==> config.mk <==
export PLATFORM = sky130hd
export DESIGN_NAME = wfs_ctrl
export DESIGN_NICKNAME = d
export VERILOG_FILES = /design/src/rtl/wfs_pkg.sv /design/src/rtl/wfs_sync.sv /design/src/rtl/wfs_watchdog.sv /design/src/rtl/wfs_mode_fsm.sv /design/src/rtl/wfs_out_mux.sv /design/src/rtl/wfs_ctrl.sv
export SDC_FILE = /design/constraint.sdc
export NUM_CORES = 1
export LEC_CHECK = 0
export BUFFER_PORTS_ARGS = -buffer_cell sky130_fd_sc_hd__buf_2
export CAP_MARGIN = 15
export CELL_PAD_IN_SITES_DETAIL_PLACEMENT = 1
export CELL_PAD_IN_SITES_GLOBAL_PLACEMENT = 1
export CORE_ASPECT_RATIO = 0.7
export CORE_MARGIN = 2
export CORE_UTILIZATION = 25
export CTS_CLUSTER_SIZE = 28
export DETAILED_ROUTE_END_ITERATION = 10
export GPL_TIMING_DRIVEN = 0
export MAX_ROUTING_LAYER = met4
export PLACE_DENSITY_LB_ADDON = 0.1
export SLEW_MARGIN = 20
export SYNTH_ARGS = -nofsm -noshare
export SYNTH_HDL_FRONTEND = slang
export SYNTH_SLANG_ARGS = --single-unit
==> constraint.sdc <==
create_clock -name clk -period 4.4 [get_ports clk]
set_input_delay 0.44 -clock clk [delete_from_list [all_inputs] [get_ports clk]]
set_output_delay 0.44 -clock clk [all_outputs]
set_load 0.01 [all_outputs]
==> src/rtl/wfs_pkg.sv <==
// Shared types and constants for the fail-safe mode controller.
// Assumes exactly two output channels; the strap decode depends on it.
package wfs_pkg;

    localparam int CH_N = 2;

    typedef enum logic [1:0] {
        MD_SLEEP    = 2'd0,
        MD_NORMAL   = 2'd1,
        MD_FAULT    = 2'd2,
        MD_FAILSAFE = 2'd3
    } mode_t;

    // Strap code meanings
    localparam logic [1:0] STRAP_GND      = 2'b00;
    localparam logic [1:0] STRAP_BOTH_OFF = 2'b01;
    localparam logic [1:0] STRAP_BOTH_ON  = 2'b10;
    localparam logic [1:0] STRAP_CH0_ONLY = 2'b11;

endpackage

==> src/rtl/wfs_sync.sv <==
// Two-flop synchronizer for a group of asynchronous pins.
// Assumes that each bit is independent; no bus coherence is implied.
module wfs_sync #(
    parameter int W = 4
) (
    input  logic         clk,
    input  logic         rst_n,
    input  logic [W-1:0] async_in,
    output logic [W-1:0] sync_out
);
    logic [W-1:0] stage1;

    // Two register stages per bit, cleared by reset
    always_ff @(posedge clk) begin
        if (!rst_n) begin
            stage1   <= '0;
            sync_out <= '0;
        end else begin
            stage1   <= async_in;
            sync_out <= stage1;
        end
    end
endmodule

==> src/rtl/wfs_watchdog.sv <==
// Watchdog timeout counter. A free-running prescaler makes a tick every
// TICK_DIV clocks. The down-counter loads TO_BASE << period and counts ticks.
// Assumes the caller holds 'active' low in every mode where supervision is off,
// which also keeps the counter at its reload value.
module wfs_watchdog #(
    parameter int TICK_DIV = 8,
    parameter int TO_BASE  = 8,
    parameter int PER_W    = 2
) (
    input  logic             clk,
    input  logic             rst_n,
    input  logic             active,
    input  logic             kick,
    input  logic [PER_W-1:0] period,
    output logic             expired
);
    localparam int MAX_SHIFT = (1 << PER_W) - 1;
    localparam int MAX_CNT   = TO_BASE * (1 << MAX_SHIFT);
    localparam int CNT_W     = $clog2(MAX_CNT + 1);
    localparam int PRE_W     = (TICK_DIV > 1) ? $clog2(TICK_DIV) : 1;

    logic [PRE_W-1:0] pre_cnt;
    logic             tick;
    logic [CNT_W-1:0] cnt;
    logic [CNT_W-1:0] limit;

    assign tick  = (pre_cnt == PRE_W'(TICK_DIV - 1));
    assign limit = CNT_W'(TO_BASE) << period;

    // Prescaler: wraps every TICK_DIV clocks
    always_ff @(posedge clk) begin
        if (!rst_n || tick) pre_cnt <= '0;
        else                pre_cnt <= pre_cnt + 1'b1;
    end

    // Timeout counter: reload while idle or on a kick, else count ticks down
    always_ff @(posedge clk) begin
        if (!rst_n)                    cnt <= limit;
        else if (!active || kick)      cnt <= limit;
        else if (tick && cnt != '0)    cnt <= cnt - 1'b1;
    end

    assign expired = active && (cnt == '0);

    // a kick always pushes expiry at least one cycle out
    p_kick_defers_r6: assert property (@(posedge clk) disable iff (!rst_n)
        active && kick |=> !expired);

    // without a kick the remaining time never grows while supervised
    p_count_monotonic_r6: assert property (@(posedge clk) disable iff (!rst_n)
        active && $past(active) && !$past(kick) |-> cnt <= $past(cnt));
endmodule

==> src/rtl/wfs_mode_fsm.sv <==
// Four-mode controller. It takes the synchronized wake/run pins, the strap code,
// the fault flags, the supply flag and the watchdog expiry, and keeps the
// latched Fail-safe state. It also makes the overcurrent-default reload pulse.
// Assumes that all pin inputs are already synchronized to clk.
module wfs_mode_fsm
    import wfs_pkg::*;
(
    input  logic            clk,
    input  logic            rst_n,
    input  logic            wake_s,
    input  logic            run_s,
    input  logic [1:0]      strap_s,
    input  logic [CH_N-1:0] fault,
    input  logic            supply_ok,
    input  logic            wd_expired,
    output mode_t           mode,
    output logic            ocp_reload
);
    logic  wake_d, run_d;
    logic  both_fell, run_rose, pins_low, strap_gnd;
    mode_t awake_mode, nxt;

    // One more delay on the synchronized pins, for edge detection
    always_ff @(posedge clk) begin
        if (!rst_n) begin
            wake_d <= 1'b0;
            run_d  <= 1'b0;
        end else begin
            wake_d <= wake_s;
            run_d  <= run_s;
        end
    end

    assign both_fell  = wake_d && run_d && !wake_s && !run_s;
    assign run_rose   = run_s && !run_d;
    assign pins_low   = !wake_s && !run_s;
    assign strap_gnd  = (strap_s == STRAP_GND);
    assign awake_mode = (|fault) ? MD_FAULT : MD_NORMAL;

    // Next-mode selection in priority order
    always_comb begin
        nxt = mode;
        if (!supply_ok) begin
            nxt = MD_SLEEP;
        end else if (mode == MD_FAILSAFE) begin
            if (both_fell)      nxt = MD_SLEEP;
            else if (strap_gnd) nxt = pins_low ? MD_SLEEP : awake_mode;
        end else if (pins_low) begin
            nxt = MD_SLEEP;
        end else if (mode == MD_SLEEP) begin
            if (wake_s || run_rose) nxt = awake_mode;
        end else if (wd_expired && !strap_gnd) begin
            nxt = MD_FAILSAFE;
        end else begin
            nxt = awake_mode;
        end
    end

    // Mode register and the entry pulse for the overcurrent defaults
    always_ff @(posedge clk) begin
        if (!rst_n) begin
            mode       <= MD_SLEEP;
            ocp_reload <= 1'b0;
        end else begin
            mode       <= nxt;
            ocp_reload <= (nxt == MD_FAILSAFE) && (mode != MD_FAILSAFE);
        end
    end

    // Fail-safe is only left through a defined exit
    p_fs_exit_only_defined_r8: assert property (@(posedge clk) disable iff (!rst_n)
        $past(mode) == MD_FAILSAFE && mode != MD_FAILSAFE
        |-> $past(both_fell) || $past(strap_gnd) || !$past(supply_ok));

    // a grounded strap never leaves the block in Fail-safe
    p_gnd_strap_blocks_fs_r9: assert property (@(posedge clk) disable iff (!rst_n)
        strap_gnd |=> mode != MD_FAILSAFE);

    // the reload pulse marks the first Fail-safe cycle only
    p_reload_on_entry_r10: assert property (@(posedge clk) disable iff (!rst_n)
        ocp_reload |-> mode == MD_FAILSAFE && $past(mode) != MD_FAILSAFE);

    // both pins low outside Fail-safe leads to Sleep
    p_pins_low_sleep_r2: assert property (@(posedge clk) disable iff (!rst_n)
        pins_low && mode != MD_FAILSAFE |=> mode == MD_SLEEP);
endmodule

==> src/rtl/wfs_out_mux.sv <==
// Channel enable selection. Per channel, and in priority order: direct pins
// when the supply is lost, then the strap pattern in Fail-safe, then off in
// Sleep, and otherwise the commanded state masked by that channel's fault.
// Assumes the mode input comes from a register and the strap code is synchronized.
module wfs_out_mux
    import wfs_pkg::*;
(
    input  logic            clk,
    input  logic            rst_n,
    input  mode_t           mode,
    input  logic [1:0]      strap_s,
    input  logic            supply_ok,
    input  logic [CH_N-1:0] direct_in,
    input  logic [CH_N-1:0] cmd_on,
    input  logic [CH_N-1:0] fault,
    output logic [CH_N-1:0] chan_en
);
    logic [CH_N-1:0] fs_pattern;

    // Strap decode into the Fail-safe channel pattern
    always_comb begin
        case (strap_s)
            STRAP_BOTH_ON:  fs_pattern = 2'b11;
            STRAP_CH0_ONLY: fs_pattern = 2'b01;
            default:        fs_pattern = 2'b00;
        endcase
    end

    for (genvar ch = 0; ch < CH_N; ch++) begin : g_ch
        // Per-channel enable select
        always_comb begin
            if (!supply_ok)                chan_en[ch] = direct_in[ch];
            else if (mode == MD_FAILSAFE)  chan_en[ch] = fs_pattern[ch];
            else if (mode == MD_SLEEP)     chan_en[ch] = 1'b0;
            else                           chan_en[ch] = (cmd_on[ch] | direct_in[ch]) & ~fault[ch];
        end
    end

    // Sleep keeps both channels off while the supply is valid
    p_sleep_outputs_off_r2: assert property (@(posedge clk) disable iff (!rst_n)
        supply_ok && mode == MD_SLEEP |-> chan_en == '0);

    // a faulted channel is never on in an awake mode
    p_fault_channel_off_r5: assert property (@(posedge clk) disable iff (!rst_n)
        supply_ok && (mode == MD_NORMAL || mode == MD_FAULT) |-> (chan_en & fault) == '0);

    // in Fail-safe the enables do not move while the strap is steady
    p_fs_ignores_direct_r7: assert property (@(posedge clk) disable iff (!rst_n)
        supply_ok && $past(supply_ok) && mode == MD_FAILSAFE && $past(mode) == MD_FAILSAFE
        && $stable(strap_s) |-> $stable(chan_en));
endmodule

==> src/rtl/wfs_ctrl.sv <==
// Top of the fail-safe mode controller. It synchronizes the pins, keeps the
// stored channel on-bits and the last watchdog bit, detects kicks, and ties
// together the watchdog, the mode machine and the output select.
// Assumes frame_stb/frame_data come from a decoder already in the clk domain.
module wfs_ctrl
    import wfs_pkg::*;
#(
    parameter int FRAME_W  = 8,
    parameter int WD_BIT   = 7,
    parameter int PER_W    = 2,
    parameter int TICK_DIV = 8,
    parameter int TO_BASE  = 8
) (
    input  logic               clk,
    input  logic               rst_n,
    input  logic               wake_pin,
    input  logic               run_pin,
    input  logic [1:0]         strap_code,
    input  logic [1:0]         chan_fault,
    input  logic               supply_ok,
    input  logic [1:0]         direct_in,
    input  logic               frame_stb,
    input  logic [FRAME_W-1:0] frame_data,
    input  logic [PER_W-1:0]   wd_period,
    output logic [1:0]         chan_en,
    output logic [1:0]         mode_o,
    output logic               failsafe_flag,
    output logic               ocp_reload
);
    localparam int SYNC_W = 4;

    logic [SYNC_W-1:0] pins_s;
    logic              wake_s, run_s;
    logic [1:0]        strap_s;
    mode_t             mode;
    logic [CH_N-1:0]   cmd_on;
    logic              last_wd;
    logic              clear_regs, accept, kick, wd_active, wd_expired;

    wfs_sync #(.W(SYNC_W)) u_sync (
        .clk      (clk),
        .rst_n    (rst_n),
        .async_in ({strap_code, run_pin, wake_pin}),
        .sync_out (pins_s)
    );

    assign wake_s  = pins_s[0];
    assign run_s   = pins_s[1];
    assign strap_s = pins_s[3:2];

    assign clear_regs = !supply_ok || (mode == MD_SLEEP);
    assign accept     = frame_stb && !clear_regs;
    assign kick       = accept && (frame_data[WD_BIT] != last_wd);
    assign wd_active  = supply_ok && (mode == MD_NORMAL || mode == MD_FAULT)
                        && (strap_s != STRAP_GND);

    // Stored settings: cleared in Sleep or without supply, kept in Fail-safe
    always_ff @(posedge clk) begin
        if (!rst_n || clear_regs) begin
            cmd_on  <= '0;
            last_wd <= 1'b0;
        end else if (accept) begin
            cmd_on  <= frame_data[CH_N-1:0];
            last_wd <= frame_data[WD_BIT];
        end
    end

    wfs_watchdog #(
        .TICK_DIV (TICK_DIV),
        .TO_BASE  (TO_BASE),
        .PER_W    (PER_W)
    ) u_wdog (
        .clk     (clk),
        .rst_n   (rst_n),
        .active  (wd_active),
        .kick    (kick),
        .period  (wd_period),
        .expired (wd_expired)
    );

    wfs_mode_fsm u_fsm (
        .clk        (clk),
        .rst_n      (rst_n),
        .wake_s     (wake_s),
        .run_s      (run_s),
        .strap_s    (strap_s),
        .fault      (chan_fault),
        .supply_ok  (supply_ok),
        .wd_expired (wd_expired),
        .mode       (mode),
        .ocp_reload (ocp_reload)
    );

    wfs_out_mux u_mux (
        .clk       (clk),
        .rst_n     (rst_n),
        .mode      (mode),
        .strap_s   (strap_s),
        .supply_ok (supply_ok),
        .direct_in (direct_in),
        .cmd_on    (cmd_on),
        .fault     (chan_fault),
        .chan_en   (chan_en)
    );

    assign mode_o        = mode;
    assign failsafe_flag = (mode == MD_FAILSAFE);

    // supply loss clears the stored on-bits on the next edge
    p_supply_loss_clears_r11: assert property (@(posedge clk) disable iff (!rst_n)
        !supply_ok |=> cmd_on == '0);
endmodule

## After elaboration in Yosys (flattened, before gate mapping)

Index checks and enable logic that the tools add are counted.

- Register bits: 26
- Word-level logic and storage cells: 82
- Output and inout port bits: 6
- Bits of input ports: 22

- Shifts and indexed selects: 1
- Mux-type cells: 20
- $add $sub $neg: 2
- Bitwise operators: 6
- Equal/unequal tests: 10
- Reduce and logical (&&, ||, !) cells: 33

Operators by type and width:

| cell | count |
|---|---|
| $mux 7 | 3 |
| $mux 2 | 10 |
| $logic_and 1x1->1 | 13 |
| $eq 2x2->1 const B | 5 |
| $logic_not 1->1 | 8 |
| $logic_not 7->1 | 1 |
| $reduce_bool 7->1 | 1 |
| $shl 4x2->7 const A | 1 |
| $sub 7x1->7 const B | 1 |
| $logic_or 1x1->1 | 6 |
| $mux 1 | 6 |
| $logic_not 2->1 | 2 |
| $pmux 2 s2 | 1 |
| $add 3x1->3 const B | 1 |
| $eq 3x3->1 const B | 1 |
| $ne 3x1->1 const B | 1 |
| $and 1x1->1 | 2 |
| $eq 2x1->1 const B | 1 |
| $ne 2x2->1 const B | 1 |
| $not 1->1 | 2 |
| $or 1x1->1 | 2 |
| $reduce_bool 2->1 | 1 |
| $reduce_or 2->1 | 1 |
| $ne 1x1->1 | 1 |

## Longest topological paths before layout

Gate-level depths: netlist of the first run.

- Depth after elaboration: 13
- Gate-level depth with buffers: 7
- Depth with buffers taken out: 6

## Hierarchy

From an unflattened synthesis of the first run, not the netlist that was laid out.

- Cells, all modules: 122
- Area total of the unflattened synthesis: 1268.7 um^2

Modules (own cells, without submodules):

| module | cells each | sequential area each (um^2) | instances | area each (um^2) |
|---|---|---|---|---|
| wfs_watchdog | 49 | 270.3 | 1 | 554.3 |
| wfs_mode_fsm | 27 | 100.1 | 1 | 246.5 |
| wfs_sync | 16 | 160.2 | 1 | 210.2 |
| wfs_ctrl | 17 | 60.1 | 1 | 170.2 |
| wfs_out_mux | 13 | 0.0 | 1 | 87.6 |

## Worst setup path after synthesis of the first run

No wires, ideal clock.

- Kind: register -> output
- From: register u_fsm.mode[0]
- To: output chan_en[1]
- Data arrival time: 1.405 ns
- Setup slack: 2.555 ns
- Required time: 3.960 ns
- Stages on the path, launching flop included: 8
- Buffers on the path: 1
- Cell sequence: dfxtp_1 > inv_1 > ha_1 > clkbuf_1 > nor3_1 > o21ai_0 > o211ai_1 > o21a_1

- Word-level cells in the longest chain between the ends: 4
- Elaborated cells on any way between the ends: 5
- Those cells by class: eq/ne (1); mux (3); reduce/logical (1)

RTL lines:

| item | RTL line | text |
|---|---|---|
| from (decl) | wfs_mode_fsm.sv:16 | `output mode_t mode,` |
| from (signal assigned) | wfs_mode_fsm.sv:65 | `mode <= nxt;` |
| $logic_not 2->1 | wfs_out_mux.sv:34 | `else if (mode == MD_SLEEP) chan_en[ch] = 1'b0;` |
| $mux 1 | wfs_out_mux.sv:34 |  |
| $mux 1 * | wfs_out_mux.sv:33 | `else if (mode == MD_FAILSAFE) chan_en[ch] = fs_pattern[ch];` |
| $mux 1 * | wfs_out_mux.sv:32 | `if (!supply_ok) chan_en[ch] = direct_in[ch];` |
| to (decl) | wfs_ctrl.sv:25 | `output logic [1:0] chan_en,` |

Mark *: on every way between the ends. The rest lies on a longest branch, timed or not.

## Worst setup path after layout of the first run

- From: register u_fsm.mode[1]
- To: output chan_en[1]

Same word-level chain as after synthesis.

==> results_dict.tcl, run 1 <==
set metrics [dict create \
    run_status "finished clean" \
    hold_violations 0 \
    crit_arrival_ns 1.97 \
    final_common_cell "buf_2" \
    htree_levels 1 \
    ir_worst_vdd_mv 0.112 \
    num_antenna_cells 0 \
    drc 0 \
    die_y_um 62.4 \
    clock-sinks 26 \
    drive_gt1_share_pct 20.9 \
    synthAdderAreaFrac_pct 6.15 \
    grt_overflow 0 \
    rsz0062_at_grt "no" \
    synth.cell_area_um2 1220 \
    ys_ff_latch 26 \
    initial_core_util_pct 25.8 \
    synth_edf_count 7 \
    grt_max_degree 16 \
    syn-instance-count 123 \
    syn_nets 151 \
    gp_congestion 0.699 \
    critPathRequiredTime_ns 3.96 \
    root_buffer "clkbuf_8" \
    insertion_delay_ns 0.28 \
    r2r_cells 5 \
    multi_input_area_um2 593 \
    async_flop_share_pct 0 \
    path_max_fanout 10 \
    synth_top_area_share_pct 31.2 \
    synth_top_flop_cell "dfxtp_1" \
    core_um2 4730 \
    wire_per_inst_um 14.2 \
    synth_mux_area_share_pct 3.28 \
    synth_compound_area_share_pct 11.2 \
    mostFrequentLayoutCells "buf_2 (23), dfxtp_1 (19), nor2_1 (11)" \
    track_usage_pct 11.7 \
    hold-path-cell-count 2 \
    slew_headroom_pct 67.3 \
    cap_viol_max_count 0 \
    p_per_area_nw_per_um2 333 \
    place_inst 201 \
    power_w 0.000487 \
    grt_pass1_wl_mm 4.87 \
    slew_violations 0 \
    min_path_type "in2reg" \
    drt_first_pass_iters 4 \
    yosys.area.top_type "dfxtp_1" \
    fill_cells 553 \
    syn_area_per_cell_um2 9.92 \
    finalSetupTns_ns 0 \
    synth_cell_types 37 \
    cts_buffers 3 \
    dpl.hpwl_mm 2.27 \
    seq_area_um2 591 \
    synthSimpleGateAreaFrac_pct 23.7 \
    post-cts-setup-buffers 0 \
    cts_resized 0 \
    vias 939 \
    row_count 21 \
    tritoncts "yes" \
    hold_buffers 0 \
    clk_pin_slew_worst_paths_ns 0.10 \
    synthTopCellsByArea "dfxtp_1 (31%), edfxtp_1 (17%), ha_1 (6.2%)" \
    tightest_slew_ns 0.491 \
    syn2layout_area_growth_pct 19.9 \
    synth_top_family_by_area "simple AND/OR/NAND/NOR gates" \
    dieArea_um2 5460 \
    wl_mm 2.90 \
    min_period_ns 2.41 \
    cts.path.max_buffers 2 \
    instances_no_fill 205 \
    drt_iter0_drc 56 \
    worst_clock_skew_ns 0.00596 \
    synth_xor_area_share_pct 4.31 \
    detail-route-antenna-nets 0 \
    dieWidth_um 87.5 \
    port_buffers 21 \
    criticalPathCategory "reg2out" \
    ios 28 \
    vias_per_cell 4.58 \
    final_nets 177 \
    fmax_ghz 0.414 \
    setup_ws_ns 1.99 \
    ys_seq_area_share_pct 48.4 \
    start_kind "flop" \
    antenna_found_initial 0 \
    grt_pass1_vias 977 \
    end_kind "output pin" \
    period_share_pct 54.9 \
    power.leakage_nw 0.638 \
    dp_slack_ns 2.30 \
    yosysWarnings 0 \
    setup_violations 0 \
]
## final timing paths
path                             to              start  slack (ns)
setup / recovery         chan_en[1]      u_fsm.mode[1]        1.99
hold / removal     u_sync.stage1[1]            run_pin        0.36
setup reg to reg      u_wdog.cnt[6]      u_fsm.mode[1]        2.64
hold reg to reg   u_wdog.pre_cnt[0]  u_wdog.pre_cnt[0]        0.44
## registers in the layout, summed over array words and instances, names as in the netlist
signal and flops:
cmd_on 2, last_wd 1, u_fsm.mode 2, u_fsm.ocp_reload 1, u_fsm.run_d 1, u_fsm.wake_d 1, u_sync.stage1 4, u_sync.sync_out 4
u_wdog.cnt 7, u_wdog.pre_cnt 3
## layout make-up
class                           count  area share, %
Inverter                            5           1.28
Sequential cell                    26           40.4
Timing Repair Buffer               21           7.19
Multi-Input combinational cell     88           40.5
Tap cell                           57           4.88
Clock buffer                        4           4.53
Buffer                              4           1.20
## where the power goes
part / internal (W) / switching [W] / total, W
Combinational: 0.0000224 / 0.0000239 / 0.0000463
Clock: 0.0000990 / 0.0000816 / 0.000181
Sequential: 0.000254 / 0.00000598 / 0.000260
Total: 0.000375 / 0.000112 / 0.000487
## metal layers
layer  up-vias  wire length [µm]  global-route usage (%)  share of wire [%]
met3         2               126                    3.30                4.3
met5         -                 0                       -                  0
met4         0                13                    1.73               0.45
li1        484                 -                       -                  -
met2        22              1120                    16.1                 39
met1       431              1650                    17.4                 57
## through the flow
step	utilization, %	hold WS [ns]	instance area, µm²
2_1_floorplan	-	0.405	1220
3_3_place_gp	29.5	0.414	1400
6_report	30.9	0.360	1460
5_1_grt	30.9	0.358	1460
4_1_cts	30.9	0.359	1460
3_5_place_dp	29.5	0.421	1400
## synthesized netlist by cell type (2+ instances only)
cell and count:
a22oi_1 2, nand2_1 5, nand3_1 3, o21ai_0 5
dfxtp_1 19, a21oi_1 2, or2_2 2, o22ai_1 2
ha_1 6, buf_2 2, xnor2_1 3, clkbuf_1 2
nor2_1 11, and2_1 10, edfxtp_1 7, nor3_1 9
mux2i_1 4, inv_1 5, and3b_1 2, nand3b_1 3
xor2_1 3
## cells by family after synthesis
logic type	after synthesis
and+or+nand+nor	52
DFF	26
AOI/OAI and AO/OA	20
buffers and inverters	9
xor gates and xnor gates	6
adders and majority gates	6
muxes	4
## critical path: stages, from the launching register on
cell	delay, ns
dfxtp_1	0.43
inv_1	0.07
ha_1	0.22
clkbuf_1	0.26
nor3_1	0.24
o21ai_0	0.11
o211ai_1	0.11
o21a_1	0.14
buf_2	0.12
Power figures use the tool's default switching activity.
==> run 2, diff against run 1 <==
--- a/config.mk
+++ b/config.mk
@@ -5,6 +5,7 @@
 export SDC_FILE = /design/constraint.sdc
 export NUM_CORES = 1
 export LEC_CHECK = 0
+export ABC_AREA = 1
 export BUFFER_PORTS_ARGS = -buffer_cell sky130_fd_sc_hd__buf_2
 export CAP_MARGIN = 15
 export CELL_PAD_IN_SITES_DETAIL_PLACEMENT = 1
==> constraint.sdc (replaced) <==
create_clock -name clk -period 2.29 [get_ports clk]
set_input_delay 0.229 -clock clk [delete_from_list [all_inputs] [get_ports clk]]
set_output_delay 0.229 -clock clk [all_outputs]
set_load 0.01 [all_outputs]
==> run 2 against run 1 <==
Design area rose by 14%; sequential share of layout area fell by 5.1 points; clock-buffer cell count did not move; wire length rose by 18%; final cell count rose by 39%; flip-flop and latch count did not move; critical path type is now reg2reg; critical endpoint is now u_wdog.cnt[4]; largest power group unchanged.
==> results_dict.tcl, run 2 <==
set metrics [dict create \
    cts_buffers 3 \
    path_max_fanout 10 \
    clock-sinks 26 \
    synth_top_area_share_pct 26.9 \
    hold_violations 0 \
    antenna_found_initial 0 \
    min_path_type "in2reg" \
    critPathRequiredTime_ns 2.24 \
    vias_per_cell 4.20 \
    place_inst 280 \
    reg2reg_to "u_wdog.cnt[4]" \
    syn_area_per_cell_um2 7.55 \
    grt_pass1_wl_mm 6.01 \
    p_comb_share_pct 11.3 \
    synthTopCellsByArea "dfxtp_1 (27%), edfxtp_1 (15%), nand2_1 (10%)" \
    yosysMostFrequentCell "nand2_1" \
    clk_pin_slew_worst_paths_ns 0.10 \
    end_kind "flop" \
    top_register "u_wdog.cnt" \
    cts_resized 0 \
    syn_nets 215 \
    hold_buffers 0 \
    final_cell_area_um2 1670 \
    synth_top_flop_cell "dfxtp_1" \
    ios 28 \
    synth.cell_area_um2 1410 \
    dieWidth_um 93.8 \
    num_antenna_cells 0 \
    seqPwrFrac_pct 52.2 \
    reg_top3 "u_wdog.cnt (7), u_sync.stage1 (4), u_sync.sync_out (4)" \
    r2r_cells 8 \
    detail-route-antenna-nets 0 \
    largest_reg_flops 7 \
    ys_seq_area_share_pct 41.8 \
    post-cts-setup-buffers 0 \
    root_buffer "clkbuf_8" \
    setup_violations 0 \
    ys_ff_latch 26 \
    drt_first_pass_iters 4 \
    p_sw_share_pct 24.3 \
    vias 1192 \
    p_per_area_nw_per_um2 567 \
    drt_iter0_drc 49 \
    finalSetupTns_ns 0 \
    tightest_slew_ns 0.394 \
    track_usage_pct 12.7 \
    mostFrequentLayoutCells "nand2_1 (38), inv_1 (37), nor2_1 (24)" \
    port_buffers 21 \
    clkPwrFrac_pct 36.5 \
    wl_mm 3.44 \
    yosys.area.top_type "dfxtp_1" \
    instances_no_fill 284 \
    grt_overflow 0 \
    ys_top_cells_by_count "nand2_1 (38), inv_1 (37), nor2_1 (24), dfxtp_1 (19), nand3_1 (11)" \
    gp_congestion 0.868 \
    power.leakage_nw 0.879 \
    criticalPathCategory "reg2reg" \
    cap_viol_max_count 0 \
    htree_levels 1 \
    initial_core_util_pct 26.5 \
    synth_edf_count 7 \
    cp-endpoint "u_wdog.cnt[4]" \
    dpl_cell_area_um2 1610 \
    grt_max_degree 16 \
    syn2layout_area_growth_pct 18.5 \
    row_count 22 \
    crit_start "u_fsm.mode[0]" \
    die_y_um 66.9 \
    slew_headroom_pct 73.7 \
    period_share_pct 86.1 \
    final_common_cell "nand2_1" \
    crit_arrival_ns 1.92 \
    fmax_ghz 0.507 \
    core_um2 5340 \
    tritoncts "yes" \
    start_kind "flop" \
    dieArea_um2 6280 \
    wire_per_inst_um 12.1 \
    slew_violations 0 \
    synth_cell_types 28 \
    switchingPower_w 0.000231 \
    dpl.hpwl_mm 2.81 \
    drive_gt1_share_pct 22.2 \
    run_status "finished clean" \
    cts.path.max_buffers 2 \
    rsz0062_at_grt "no" \
    yosysWarnings 0 \
    grt_pass1_vias 1275 \
    fill_cells 674 \
    ir_worst_vdd_mv 0.245 \
    regToRegSetupSlack_ns 0.32 \
    worst_clock_skew_ns 0.00949 \
    syn-instance-count 187 \
    r2r_start "u_fsm.mode[0]" \
    async_flop_share_pct 0 \
    min_period_ns 1.97 \
    p_int_w 0.000719 \
    drc 0 \
    final_nets 241 \
    insertion_delay_ns 0.28 \
]
run 2: cell types whose count changed after synthesis, sizes merged, moves of 3 or more:
cell    change
nand2      +40
inv        +34
nor2       +17
nand3      +10
and2        -9
nor3        -6
o21ai       +6
mux2i       -4
a21oi       +3
nand3b      -3
xnor2       -3
run 2: kinds of logic (layout without fill, tap and decap cells):
kind of cell / after synthesis / in the layout / share of synthesized area [%]
AND/OR/NAND/NOR: 91 / 91 / 30.4
buffers and inverters: 42 / 67 / 12.4
flip-flops: 26 / 26 / 41.8
AO/OA/AOI/OAI: 20 / 20 / 8.86
adder cells (fa/ha/maj): 6 / 6 / 5.31
XOR/XNOR: 2 / 2 / 1.24
run 2: area by class of cell:
| type | instances | area [µm²] | share of cell area [%] |
|---|---|---|---|
| buffer | 3 | 26.3 | 1.57 |
| clock buffer | 4 | 66.3 | 3.96 |
| inverter | 39 | 149 | 8.89 |
| multi-input combinational | 119 | 647 | 38.6 |
| sequential | 26 | 591 | 35.3 |
| tap | 72 | 90.1 | 5.38 |
| timing repair buffer | 21 | 105 | 6.28 |
run 2: worst min path at each step:
stage,startpoint,endpoint,slack [ns],cells past startpoint
final,run_pin,u_sync.stage1[1],0.14,3
after global routing,wake_pin,u_sync.stage1[0],0.14,3
after CTS,run_pin,u_sync.stage1[1],0.13,3
after detailed placement,u_sync.stage1[0],u_sync.sync_out[0],0.40,2
after global placement,u_sync.stage1[0],u_sync.sync_out[0],0.40,2
after floorplan,wake_pin,u_sync.stage1[0],0.33,2
run 2: worst max-delay path, stage by stage, from the launching register on:
cell and delay (ns):
dfxtp_1 0.43, inv_1 0.09, ha_1 0.31, nor2_4 0.20, nand2_2 0.08, nand3_2 0.07, buf_6 0.16, inv_4 0.04
nand2_1 0.26
run 2: per-layer routing:
| metal | global-route usage (%) | up-vias | share of wire [%] | wire length, µm |
|---|---|---|---|---|
| li1 | - | 621 | - | - |
| met1 | 17.1 | 552 | 54 | 1840 |
| met2 | 20.0 | 17 | 42 | 1440 |
| met3 | 2.49 | 2 | 3.8 | 131 |
| met4 | 2.72 | 0 | 0.61 | 21 |
| met5 | - | - | 0 | 0 |
run 2: through the flow:
stage | setup slack, ns | utilization [%] | hold slack [ns] | total power (W)
5_1_grt | 0.137 | 31.3 | 0.141 | 0.00100
3_5_place_dp | 0.319 | 30.1 | 0.401 | 0.000615
6_report | 0.319 | 31.3 | 0.137 | 0.000949
4_1_cts | 0.297 | 31.3 | 0.127 | 0.000968
2_1_floorplan | 0.598 | - | 0.327 | 0.000575
3_3_place_gp | 0.346 | 30.1 | 0.396 | 0.000610
run 2: power by group through the flow:
stage	logic (W)	registers, W	clock network, W
4_1_cts	0.000109	0.000496	0.000363
2_1_floorplan	0.0000716	0.000504	0
3_5_place_dp	0.000108	0.000507	0
5_1_grt	0.000125	0.000498	0.000380
6_report	0.000107	0.000496	0.000347
3_3_place_gp	0.000105	0.000506	0
==> run 3, diff against run 2 <==
--- a/config.mk
+++ b/config.mk
@@ -11,7 +11,7 @@
 export CELL_PAD_IN_SITES_DETAIL_PLACEMENT = 1
 export CELL_PAD_IN_SITES_GLOBAL_PLACEMENT = 1
 export CORE_ASPECT_RATIO = 0.7
-export CORE_MARGIN = 2
+export CORE_MARGIN = 1
 export CORE_UTILIZATION = 25
 export CTS_CLUSTER_SIZE = 28
 export DETAILED_ROUTE_END_ITERATION = 10
==> run 3 against run 2 <==
Flip-flop and latch count stayed put; total power up 0.71%; first-iteration DRC count unchanged; core utilization did not move; fmax increased by 0.16%; worst hold slack worse by 0.0042 ns; design area did not move; via count down 0.42%; wire length grew 0.58%; non-clock buffer count is the same; combinational power about the same; critical path type unchanged.
==> results_dict.tcl, run 3 (synthesis gave the netlist of run 2 again) <==
set metrics [dict create \
    run_status "finished clean" \
    rsz0062_at_grt "no" \
    cts_buffers 3 \
    dieArea_um2 5960 \
    worst_clock_skew_ns 0.0129 \
    cap_viol_max_count 0 \
    critPathRequiredTime_ns 2.24 \
    root_buffer "clkbuf_8" \
    wl_mm 3.46 \
    cts.path.max_buffers 2 \
    wire_per_inst_um 12.2 \
    final_cell_area_um2 1670 \
    switchingPower_w 0.000237 \
    mostFrequentLayoutCells "nand2_1 (38), inv_1 (37), nor2_1 (24)" \
    criticalPathCategory "reg2reg" \
    hold_buffers 0 \
    slew_headroom_pct 71.1 \
    crit_buf_inv 3 \
    tritoncts "yes" \
    p_per_area_nw_per_um2 571 \
    detail-route-antenna-nets 0 \
    htree_levels 1 \
    final_nets 241 \
    clk_pin_slew_worst_paths_ns 0.11 \
    hold-path-cell-count 3 \
    vias_per_cell 4.18 \
    dieWidth_um 91.8 \
    cts_resized 0 \
    p_comb_share_pct 11.3 \
    syn2layout_area_growth_pct 18.5 \
    end_kind "flop" \
    fmax_ghz 0.508 \
    antenna_found_initial 0 \
    port_buffers 21 \
    slew_violations 0 \
    finalSetupTns_ns 0 \
    max_stage_delay_ns 0.43 \
    drt_first_pass_iters 4 \
    ios 28 \
    crit_chain "inv_1, ha_1, nor2_4, nand2_2, nand3_2, buf_6, inv_4, nand2_1" \
    drc 0 \
    post-cts-setup-buffers 0 \
    r2r_cells 8 \
    gp_congestion 0.815 \
    core_um2 5340 \
    num_antenna_cells 0 \
    clkPwrFrac_pct 36.8 \
    seqPwrFrac_pct 51.9 \
    setup_ws_ns 0.323 \
    hold_violations 0 \
    p_int_w 0.000719 \
    multi_input_area_um2 647 \
    final_common_cell "nand2_1" \
    dpl.hpwl_mm 2.80 \
    ir_worst_vdd_mv 0.259 \
    r2r_start "u_fsm.mode[0]" \
    start_kind "flop" \
    dp_slack_ns 0.319 \
    top_register "u_wdog.cnt" \
    die_y_um 64.9 \
    track_usage_pct 13.7 \
    critPathTopFamily "simple AND/OR/NAND/NOR gates" \
    seq_area_um2 591 \
    fill_cells 673 \
    drive_gt1_share_pct 22.2 \
    worstHoldEndpoint "u_sync.stage1[2]" \
    reg2reg_to "u_wdog.cnt[4]" \
    regToRegSetupSlack_ns 0.32 \
    grt_pass1_vias 1271 \
    largest_reg_flops 7 \
    insertion_delay_ns 0.28 \
    path_max_fanout 10 \
    grt_max_degree 16 \
    p_sw_share_pct 24.8 \
    reg_top3 "u_wdog.cnt (7), u_sync.stage1 (4), u_sync.sync_out (4)" \
    power_w 0.000956 \
    vias 1187 \
    clock-sinks 26 \
    period_share_pct 85.9 \
    initial_core_util_pct 26.5 \
    tightest_slew_ns 0.434 \
    min_path_type "in2reg" \
    power.leakage_nw 0.879 \
    row_count 22 \
    min_period_ns 1.97 \
    final_util_pct 31.3 \
    crit_arrival_ns 1.92 \
    hold_path.startpoint "strap_code[0]" \
    grt_overflow 0 \
    grt_pass1_wl_mm 6.11 \
    dpl_cell_area_um2 1610 \
    setup_violations 0 \
    crit_path_top_delay_cell "dfxtp_1" \
    drt_iter0_drc 49 \
]
==> run 3: cell counts in the layout (fill, tap and decap cells not counted) <==
No cell type changed its count.
==> run 3: cell type report <==
| cell class | instances | area share, % |
|---|---|---|
| sequential | 26 | 35.3 |
| clock buffer | 4 | 3.96 |
| buffer | 3 | 1.57 |
| multi-input combinational | 119 | 38.6 |
| inverter | 39 | 8.89 |
| timing repair buffer | 21 | 6.28 |
| tap | 72 | 5.38 |
==> run 3: how the worst max path moves through the flow <==
| stage | start | to | slack (ns) | cells after the start |
|---|---|---|---|---|
| floorplan | u_fsm.mode[0] | u_wdog.cnt[0] | 0.60 | 8 |
| global placement | u_fsm.mode[0] | u_wdog.cnt[1] | 0.35 | 8 |
| detailed placement | u_fsm.mode[0] | u_wdog.cnt[0] | 0.32 | 8 |
| CTS | u_fsm.mode[0] | u_wdog.cnt[5] | 0.30 | 8 |
| global route | u_fsm.mode[0] | u_wdog.cnt[4] | 0.16 | 8 |
| finish | u_fsm.mode[0] | u_wdog.cnt[4] | 0.32 | 8 |
==> run 3: layer usage <==
layer  wire [µm]  share of wire [%]  GRT usage, %  up-vias
met5           0                  0             -        -
met1        1910                 55          18.5      548
met2        1420                 41          20.6       16
met3         110                3.2          3.05        2
met4          21               0.61          3.52        0
li1            -                  -             -      621
==> run 3: power groups by stage <==
| stage | logic [W] | clock network, W | registers [W] |
|---|---|---|---|
| detailed placement | 0.000109 | 0 | 0.000506 |
| global placement | 0.000105 | 0 | 0.000506 |
| CTS | 0.000110 | 0.000373 | 0.000496 |
| finish | 0.000108 | 0.000352 | 0.000496 |
| global route | 0.000126 | 0.000382 | 0.000498 |
| floorplan | 0.0000716 | 0 | 0.000504 |
==> run 3: stage by stage <==
step | cells | hold WS [ns]
floorplan | 187 | 0.327
detailed placement | 280 | 0.402
CTS | 284 | 0.119
global placement | 280 | 0.396
finish | 284 | 0.133
global route | 284 | 0.137
==> run 3: worst min-delay path: stages <==
cell and delay, ns:
buf_2 0.07, nand2_1 0.04, inv_1 0.04
